==> src/rtl/cla_pkg.sv <==
// Package: shared sizing and the slice propagate/generate pair type.
// Assumes the total width is an exact multiple of the slice width.
package cla_pkg;
    localparam int CLA_SLICE_W = 4;
    localparam int CLA_SLICES  = 4;
    localparam int CLA_W       = CLA_SLICE_W * CLA_SLICES;

    typedef struct packed {
        logic p;
        logic g;
    } pg_t;
endpackage

==> src/rtl/cla_bit_pg.sv <==
// Module: per-bit propagate and generate terms.
// Assumes nothing beyond equal operand widths; purely combinational.
module cla_bit_pg #(
    parameter int W = 4
) (
    input  logic [W-1:0] op_a,
    input  logic [W-1:0] op_b,
    output logic [W-1:0] bit_p,
    output logic [W-1:0] bit_g
);
    // One XOR and one AND per bit position.
    for (genvar i = 0; i < W; i++) begin : g_bit
        assign bit_p[i] = op_a[i] ^ op_b[i];
        assign bit_g[i] = op_a[i] & op_b[i];
    end
endmodule

==> src/rtl/cla_slice.sv <==
// Module: one lookahead slice. It forms the internal carries as flat
// sums of products from the slice carry-in, produces the sum bits and
// reports the slice propagate/generate pair.
// Assumes its carry-in arrives from a lookahead stage above it.
module cla_slice
    import cla_pkg::*;
#(
    parameter int SW = CLA_SLICE_W
) (
    input  logic [SW-1:0] op_a,
    input  logic [SW-1:0] op_b,
    input  logic          c_in,
    output logic [SW-1:0] sum_o,
    output pg_t           pg_o
);
    logic [SW-1:0] bp;
    logic [SW-1:0] bg;
    logic [SW-1:0] cc;

    cla_bit_pg #(.W(SW)) i_pg (
        .op_a  (op_a),
        .op_b  (op_b),
        .bit_p (bp),
        .bit_g (bg)
    );

    // Carry into bit j: the OR of one product term per possible carry source.
    always_comb begin
        logic term;
        cc = '0;
        for (int j = 0; j < SW; j++) begin
            for (int s = 0; s <= j; s++) begin
                term = (s == 0) ? c_in : bg[s-1];
                for (int k = s; k < j; k++) begin
                    term = term & bp[k];
                end
                cc[j] = cc[j] | term;
            end
        end
    end

    // Slice generate: a carry out of the slice with a zero carry-in.
    always_comb begin
        logic term;
        pg_o.g = 1'b0;
        for (int s = 0; s < SW; s++) begin
            term = bg[s];
            for (int k = s + 1; k < SW; k++) begin
                term = term & bp[k];
            end
            pg_o.g = pg_o.g | term;
        end
    end

    // Slice propagate: every bit passes an incoming carry.
    assign pg_o.p = &bp;

    // Sum bits: the bit propagate XOR the carry into that bit.
    assign sum_o = bp ^ cc;
endmodule

==> src/rtl/cla_lookahead.sv <==
// Module: second lookahead stage. It turns the slice propagate/generate
// pairs and the block carry-in into every slice-entry carry and the
// final carry, plus a block-wide propagate/generate pair.
// Assumes that slice n is more significant than slice n-1.
module cla_lookahead
    import cla_pkg::*;
#(
    parameter int NS = CLA_SLICES
) (
    input  pg_t [NS-1:0] slice_pg,
    input  logic         c0,
    output logic [NS:0]  bnd_c,
    output pg_t          blk_pg
);
    // Boundary carry n: the OR of products of slice terms; no carry chain.
    always_comb begin
        logic term;
        bnd_c = '0;
        for (int n = 0; n <= NS; n++) begin
            for (int s = 0; s <= n; s++) begin
                term = (s == 0) ? c0 : slice_pg[s-1].g;
                for (int k = s; k < n; k++) begin
                    term = term & slice_pg[k].p;
                end
                bnd_c[n] = bnd_c[n] | term;
            end
        end
    end

    // Block-wide generate and propagate, for a possible third level.
    always_comb begin
        logic term;
        blk_pg.g = 1'b0;
        blk_pg.p = 1'b1;
        for (int s = 0; s < NS; s++) begin
            term = slice_pg[s].g;
            for (int k = s + 1; k < NS; k++) begin
                term = term & slice_pg[k].p;
            end
            blk_pg.g = blk_pg.g | term;
            blk_pg.p = blk_pg.p & slice_pg[s].p;
        end
    end
endmodule

==> src/rtl/cla16_adder.sv <==
// Module: top of the two-level lookahead adder.
// Assumes it is used as combinational logic; there is no clock or reset.
module cla16_adder
    import cla_pkg::*;
(
    input  logic [15:0] a,
    input  logic [15:0] b,
    input  logic        cin,
    output logic [15:0] sum,
    output logic        cout,
    output logic        top_p,
    output logic        top_g
);
    localparam int SW = CLA_SLICE_W;
    localparam int NS = CLA_SLICES;

    pg_t [NS-1:0] slice_pg;
    logic [NS:0]  bnd_c;
    pg_t          blk_pg;

    // One lookahead slice per group of SW bits; each carry-in comes from above.
    for (genvar n = 0; n < NS; n++) begin : g_slice
        cla_slice #(.SW(SW)) i_slice (
            .op_a  (a[n*SW +: SW]),
            .op_b  (b[n*SW +: SW]),
            .c_in  (bnd_c[n]),
            .sum_o (sum[n*SW +: SW]),
            .pg_o  (slice_pg[n])
        );
    end

    cla_lookahead #(.NS(NS)) i_la (
        .slice_pg (slice_pg),
        .c0       (cin),
        .bnd_c    (bnd_c),
        .blk_pg   (blk_pg)
    );

    // Final carry and block pair leave through the ports.
    assign cout  = bnd_c[NS];
    assign top_p = blk_pg.p;
    assign top_g = blk_pg.g;
endmodule

==> config.mk <==
export PLATFORM = sky130hd
export DESIGN_NAME = cla16_adder
export DESIGN_NICKNAME = d
export VERILOG_FILES = /design/src/rtl/cla_pkg.sv /design/src/rtl/cla_bit_pg.sv /design/src/rtl/cla_slice.sv /design/src/rtl/cla_lookahead.sv /design/src/rtl/cla16_adder.sv
export SDC_FILE = /design/constraint.sdc
export NUM_CORES = 1
export LEC_CHECK = 0
export ABC_AREA = 1
export ABC_CLOCK_PERIOD_IN_PS = 3850
export BUFFER_PORTS_ARGS = -buffer_cell sky130_fd_sc_hd__buf_2
export CAP_MARGIN = 20
export CORE_ASPECT_RATIO = 0.8
export CORE_MARGIN = 2
export CORE_UTILIZATION = 45
export DETAILED_ROUTE_END_ITERATION = 8
export PLACE_DENSITY = 0.95
export SLEW_MARGIN = 20
export SYNTH_ARGS = -nofsm -noshare
export SYNTH_HDL_FRONTEND = slang
export SYNTH_SLANG_ARGS = --single-unit
==> constraint.sdc <==
create_clock -name vclk -period 3.85
set_input_delay 0.1925 -clock vclk [all_inputs]
set_output_delay 0.1925 -clock vclk [all_outputs]
set_load 0.01 [all_outputs]
Word-level counts from Yosys, hierarchy flattened
Cells that the tools add are included.
{"block": "op_classes", "n_bitwise": 134, "reduce_logical": 4}
{"cell": "$and 1x1->1", "count": 65}
{"cell": "$or 1x1->1", "count": 49}
{"cell": "$reduce_and 4->1", "count": 4}
{"cell": "$xor 1x1->1", "count": 16}
{"cell": "$xor 4x4->4", "count": 4}
{"block": "totals", "reg_bits": 0, "word_cells": 138, "in_bits": 33, "output_inout_bits": 19}

Longest topological paths before layout
Gate-level depths: netlist (run 1).
{"block": "logic_depth", "depth_word": 19, "depth_mapped": 12, "mapped_depth_nobuf": 12}

Modules after synthesis
A second synthesis (run 1) with hierarchy kept.
{"block": "hier_totals", "hier_cells": 131, "area_unflattened_um2": 795.8}
{"mod": "cla_slice", "seq_area_each_um2": 0.0, "area_per_inst_um2": 123.9, "cells_each": 24, "n_inst": 4}
{"mod": "cla_bit_pg", "seq_area_each_um2": 0.0, "area_per_inst_um2": 50.0, "cells_each": 4, "n_inst": 4}
{"mod": "cla_lookahead", "seq_area_each_um2": 0.0, "area_per_inst_um2": 100.1, "cells_each": 19, "n_inst": 1}

Worst setup path after synthesis (run 1)
Ideal clock, no wire load.
{"block": "synth_path", "path_kind": "input to output", "from": "in a[1]", "to": "out sum[11]", "n_path_buf": 0, "path_stages": 12, "t_required_ns": 3.658, "path_slack_ns": 1.965, "arrival_time_ns": 1.693, "cell_sequence": "ha_1 -> nand2_1 -> nand2_1 -> nand2_1 -> nand2_1 -> nand2_1 -> o2111ai_1 -> ha_1 -> nand2_1 -> nand3_1 -> a21oi_1 -> xnor2_1"}
{"block": "synth_via", "elab_chain_cells": 17, "word_cells_on_any_way": 23, "classes_between": "22 x bitwise; 1 x reduce/logical"}
{"item": "start, declared", "line": "cla16_adder.sv:6", "text": "input logic [15:0] a,"}
{"item": "$xor 1x1->1", "line": "cla_bit_pg.sv:13", "text": "assign bit_p[i] = op_a[i] ^ op_b[i];"}
{"item": "$and 1x1->1 (3 in a row)", "line": "cla_slice.sv:49", "text": "term = term & bp[k];"}
{"item": "$or 1x1->1 (3 in a row)", "line": "cla_slice.sv:51", "text": "pg_o.g = pg_o.g | term;"}
{"item": "$and 1x1->1", "line": "cla_lookahead.sv:23", "text": "term = term & slice_pg[k].p;"}
{"item": "$or 1x1->1 * (2 in a row)", "line": "cla_lookahead.sv:25", "text": "bnd_c[n] = bnd_c[n] | term;"}
{"item": "$and 1x1->1 * (3 in a row)", "line": "cla_slice.sv:35", "text": "term = term & bp[k];"}
{"item": "$or 1x1->1 * (3 in a row)", "line": "cla_slice.sv:37", "text": "cc[j] = cc[j] | term;"}
{"item": "$xor 4x4->4 *", "line": "cla_slice.sv:59", "text": "assign sum_o = bp ^ cc;"}
{"item": "end, declared", "line": "cla16_adder.sv:9", "text": "output logic [15:0] sum,"}
Mark *: on every way between the ends. The rest lies on a longest branch, timed or not.

Worst setup path in the final report (run 1)
{"block": "layout_path", "from": "in a[11]", "to": "out sum[15]"}
{"block": "layout_via", "elab_chain_cells": 13, "word_cells_on_any_way": 22, "classes_between": "21 x bitwise; 1 x reduce/logical"}
{"item": "$xor 1x1->1", "line": "cla_bit_pg.sv:13"}
{"item": "$reduce_and 4->1 / $and 1x1->1 (equally long branches)", "line": "cla_slice.sv:56, cla_slice.sv:49"}
{"item": "$and 1x1->1 / $or 1x1->1 (equally long branches)", "line": "cla_lookahead.sv:23, cla_slice.sv:51"}
{"item": "$or 1x1->1, on equally long branches (2 in a row)", "line": "cla_lookahead.sv:25, cla_slice.sv:51"}
{"item": "$or 1x1->1 *", "line": "cla_lookahead.sv:25"}
{"item": "$and 1x1->1 * (3 in a row)", "line": "cla_slice.sv:35"}
{"item": "$or 1x1->1 * (3 in a row)", "line": "cla_slice.sv:37"}
{"item": "$xor 4x4->4 *", "line": "cla_slice.sv:59"}
Marks and branches as above.

==> flow_metrics.py, run 1 <==
metrics = {
    "run_status": {
        "status": "completed",
    },
    "placed_design": {
        "place_congestion": 0.6918,
        "hpwl_um": 1552,
        "port_buffers": 52,
    },
    "route": {
        "drtIter0Drc": 12,
        "ant_nets": 0,
        "vias": 843,
        "drc": 0,
        "wl_per_cell_um": 9.585,
        "avgViaCountPerCell": 4.790,
        "dr.pass1.iters": 4,
        "finalWirelength_um": 1687,
    },
    "grt": {
        "grt_usage_pct": 16.32,
        "grt_max_degree": 6,
        "grt_pass1_vias": 707,
        "gr-total-overflow": 0,
        "antenna_found_initial": 0,
        "grt_pass1_wl_um": 2670,
    },
    "layout": {
        "multi_input_area_um2": 729.5,
        "nClkBuffers": 0,
        "seq_cell_count": 0,
        "syn2layout_area_growth_pct": 38.08,
        "final_nets": 213,
        "drive_gt1_share_pct": 38.96,
        "n_antenna_cell": 0,
        "fill_cells": 147,
        "seq_area_um2": 0,
    },
    "sta": {
        "tns_ns": 0,
        "slew_violations": 0,
        "final-setup-viol-count": 0,
        "period_needed_ns": 2.239,
        "relSlewSlack_pct": 80.38,
        "tightest_slew_ns": 0.2925,
        "rsz0062_at_grt": "no",
        "fin_crit_sh_pct": 58.16,
        "hold_violations": 0,
        "whs_ns": 0.7567,
        "max_freq_mhz": 446.6,
    },
    "setup_path": {
        "end_kind": "output pin",
        "critPathRequiredTime_ns": 3.66,
        "worst_setup_path_start_kind": "primary input",
        "critPathKind": "in -> out",
        "worstPathArrival_ns": 2.05,
        "cp_max_fo": 3,
    },
    "cts": {
        "cts_resized": 0,
        "cts_setup_buffers": 0,
        "ctsHoldBuffers": 0,
    },
    "min_path": {
        "whs_endpoint": "sum[12]",
        "min_from": "b[12]",
        "hp-class": "in -> out",
        "holdPathStages": 3,
    },
    "power": {
        "p_leak_uw": 0.0005907,
        "total_power_uw": 183.0,
        "max-vdd-ir-drop_v": 0.00009425,
        "p_per_area_mw_per_mm2": 175.3,
    },
    "floorplan": {
        "dieArea_mm2": 0.002025,
        "start_util_pct": 47.41,
        "core-area_mm2": 0.001594,
        "io_pins": 52,
        "rows": 13,
        "die_height_um": 40.66,
        "chipWidth_um": 49.82,
    },
    "synthesis": {
        "yosysTopAreaCell": "ha_1",
        "yosysSeqAreaShare_pct": 0,
        "ys.warnings.count": 0,
        "synth_cell_type_count": 18,
        "yosysMostFrequentCell": "nand2_1",
        "synth_top_cell_area_share_pct": 33.11,
        "syn_inst": 102,
        "synth_nets": 159,
        "synthTopCellsByCount": "29 x nand2_1, 20 x ha_1, 8 x xor2_1",
        "synth.area.top_cells": "ha_1 33%, nand2_1 14%, fa_1 11%, xor2_1 9.3%, a21oi_1 4.6%",
        "synth_area_um2": 755.7,
        "syn_avg_cell_area_um2": 7.409,
    },
    "flow_run": {
        "maxCapViolCount": 0,
    },
}
==> report_power, final <==
group          total, µW  internal [µW]  switching [µW]
Sequential             0              0               0
Combinational        183           82.4             101
Clock                  0              0               0
Total                183           82.4             101
==> cell usage in the layout (no fill, tap or decap), types with 3 or more instances in the layout <==
cell type / count
fa_1: 4
nand4_1: 3
xnor2_1: 4
xor2_1: 8
nand2_1: 29
nand3_1: 6
a21oi_1: 7
ha_1: 20
nand2_2: 3
buf_2: 52
inv_1: 7
==> cell type report <==
class              instances  share of cell area, %
repair buffers            52                  24.94
well taps                 22                  2.638
inverters                  7                  2.518
multi-input cells         95                  69.90
==> worst max path at each step <==
stage,startpoint,endpoint,slack (ns),cells past startpoint
after floorplan,a[1],sum[11],1.96,12
after global placement,a[1],sum[11],1.70,14
after detailed placement,a[1],sum[11],1.63,14
after CTS,a[11],sum[15],1.61,14
after global routing,a[1],sum[11],1.40,14
final,a[11],sum[15],1.61,14
==> layer usage <==
metal | vias up | share of wire [%] | global-route usage, %
met4 | 0 | 0 | 0
met5 | - | 0 | 0
li1 | 452 | - | -
met2 | 24 | 50 | 33.67
met1 | 367 | 45 | 21.13
met3 | 0 | 5.0 | 0
==> worst max-delay path: stages <==
cell and delay (ns):
buf_2 0.10, ha_1 0.33, nand2_2 0.13, inv_1 0.05
nand2_1 0.05, nand2_1 0.05, nor2_1 0.13, nand4_2 0.17
ha_1 0.24, nand2_1 0.07, nand2_1 0.08, a21oi_1 0.17
xnor2_1 0.14, buf_2 0.15
==> kinds of logic (layout without fill, tap and decap cells) <==
kind of cell / count (synthesis) / after routing / synth area share, %
AO/OA/AOI/OAI: 10 / 10 / 7.450
XOR/XNOR: 12 / 12 / 13.91
adder cells (fa/ha/maj): 24 / 24 / 43.71
buffers and inverters: 7 / 59 / 3.477
AND/OR/NAND/NOR: 49 / 49 / 31.46
==> per-stage QoR <==
stage	util, %	setup slack (ns)	instances	cell area, µm²
6_report	65.46	1.611	176	1044
5_1_grt	65.46	1.404	176	1044
4_1_cts	65.46	1.611	176	1044
3_5_place_dp	65.46	1.625	176	1044
3_3_place_gp	65.46	1.696	176	1044
2_1_floorplan	-	1.965	102	755.7
Power figures use the tool's default switching activity.
==> run 2, diff against run 1 <==
--- a/config.mk
+++ b/config.mk
@@ -6,14 +6,14 @@
 export NUM_CORES = 1
 export LEC_CHECK = 0
 export ABC_AREA = 1
-export ABC_CLOCK_PERIOD_IN_PS = 3850
+export ABC_CLOCK_PERIOD_IN_PS = 2100
 export BUFFER_PORTS_ARGS = -buffer_cell sky130_fd_sc_hd__buf_2
 export CAP_MARGIN = 20
 export CORE_ASPECT_RATIO = 0.8
 export CORE_MARGIN = 2
-export CORE_UTILIZATION = 45
+export CORE_UTILIZATION = 44
 export DETAILED_ROUTE_END_ITERATION = 8
-export PLACE_DENSITY = 0.95
+export PLACE_DENSITY = 0.94
 export SLEW_MARGIN = 20
 export SYNTH_ARGS = -nofsm -noshare
 export SYNTH_HDL_FRONTEND = slang
==> constraint.sdc (replaced) <==
create_clock -name vclk -period 2.1
set_input_delay 0.105 -clock vclk [all_inputs]
set_output_delay 0.105 -clock vclk [all_outputs]
set_load 0.01 [all_outputs]
==> flow_metrics.py, run 2 (same netlist as run 1, synthesis figures left out) <==
metrics = {
    "grt": {
        "gr-total-overflow": 0,
        "grt_pass1_vias": 832,
        "grt_pass1_wl_um": 3256,
        "grt_usage_pct": 20.31,
        "grt_max_degree": 6,
        "antenna_found_initial": 0,
    },
    "sta": {
        "layout_setup_ws_ns": 0.05031,
        "whs_ns": 0.5889,
        "tightest_slew_ns": 0.3219,
        "fin_crit_sh_pct": 97.60,
        "slew_violations": 0,
        "max_freq_mhz": 487.9,
        "hold_violations": 0,
        "period_needed_ns": 2.050,
        "final-setup-viol-count": 0,
        "relSlewSlack_pct": 78.41,
    },
    "layout": {
        "drive_gt1_share_pct": 53.85,
        "seq_area_um2": 0,
        "seq_cell_count": 0,
        "multi_input_area_um2": 899.6,
        "final_cell_count_no_fill": 178,
        "fill_cells": 134,
        "nClkBuffers": 0,
        "mostFrequentLayoutCell": "buf_2",
        "syn2layout_area_growth_pct": 62.58,
        "layout_common_cells": "52 x buf_2, 23 x nand2_1, 10 x ha_1",
        "n_antenna_cell": 0,
        "design_area_mm2": 0.001229,
        "final_nets": 215,
    },
    "floorplan": {
        "rows": 13,
        "start_util_pct": 46.46,
        "dieArea_mm2": 0.002067,
        "chipWidth_um": 50.34,
        "die_height_um": 41.07,
        "core-area_mm2": 0.001627,
        "io_pins": 52,
    },
    "min_path": {
        "hp-class": "in -> out",
    },
    "cts": {
        "ctsHoldBuffers": 0,
    },
    "setup_path": {
        "cpMostUsedCell": "nand2_1",
        "crit_slowest_cell": "ha_4",
        "critPathMaxStageDelay_ns": 0.26,
        "cp_max_fo": 3,
        "end_kind": "output pin",
        "critical-path-top-delay-family": "simple AND/OR/NAND/NOR gates",
        "worstPathCellList": "buf_2 > ha_4 > a21oi_2 > nand2_1 > nand2_1 > nand4_2 > ha_2 > nand2_1 > nand2_2 > a21oi_2 > xnor2_1 > buf_2",
        "critPathKind": "in -> out",
        "worstPathArrival_ns": 1.94,
        "critPathRequiredTime_ns": 2.00,
        "critPathBufInv": 2,
        "worst_setup_path_start_kind": "primary input",
    },
    "route": {
        "ant_nets": 0,
        "wl_per_cell_um": 12.77,
        "dr.pass1.iters": 5,
        "drtIter0Drc": 3,
        "avgViaCountPerCell": 5.185,
        "drc": 0,
        "finalWirelength_um": 2273,
        "vias": 923,
    },
    "placed_design": {
        "dpl-instance-area_mm2": 0.001044,
        "dp_cells": 176,
        "port_buffers": 52,
        "dp_slack_ns": -0.01654,
        "place_congestion": 0.6616,
        "hpwl_um": 1779,
    },
    "run_status": {
        "status": "completed",
    },
    "flow_run": {
        "maxCapViolCount": 0,
    },
    "power": {
        "p_per_area_mw_per_mm2": 333.3,
        "max-vdd-ir-drop_v": 0.0001816,
        "p_leak_uw": 0.0006095,
        "total_power_uw": 409.5,
    },
}
-- run 2: cell types whose count changed in the layout (fill, tap and decap cells not counted), sizes merged --
cell	previous run	this run
buf	52	54
-- run 2: cell type report --
class,instances,share of cell area (%)
repair buffers,54,22.40
inverters,7,2.138
well taps,22,2.240
multi-input cells,95,73.22
-- run 2: what timing repair did --
item / in CTS / in global routing
setup buffers: 0 / 2
gates resized for setup: 4 / 21
gates cloned: 0 / 0
pin swaps: 0 / 6
endpoints found under the setup margin: 2 / 6
-- run 2: routing by layer --
layer  part of all wire (%)  GRT usage, %  vias to the layer above  wire, µm
li1                       -             -                      458         -
met1                     37         20.47                      418       835
met2                     55         48.36                       41      1260
met3                    5.7        0.7299                        6       129
met4                    2.1         3.378                        0        48
met5                      0             0                        -         0
-- run 2: through the flow --
step	TNS, ns	util, %
5_1_grt	-0.003810	75.54
2_1_floorplan	0	-
3_3_place_gp	0	64.15
4_1_cts	0	65.77
6_report	0	75.54
3_5_place_dp	-0.02559	64.15
-- run 2: power by group --
| part | internal (µW) | switching [µW] |
|---|---|---|
| logic | 188 | 221 |
| clock network | 0 | 0 |
| registers | 0 | 0 |
| total | 188 | 221 |
-- run 2: path summary, 6_finish.rpt --
check,from,endpoint,slack (ns),cells past startpoint
worst max-delay path,a[7],sum[15],0.05,12
worst min-delay path,b[12],sum[12],0.59,3
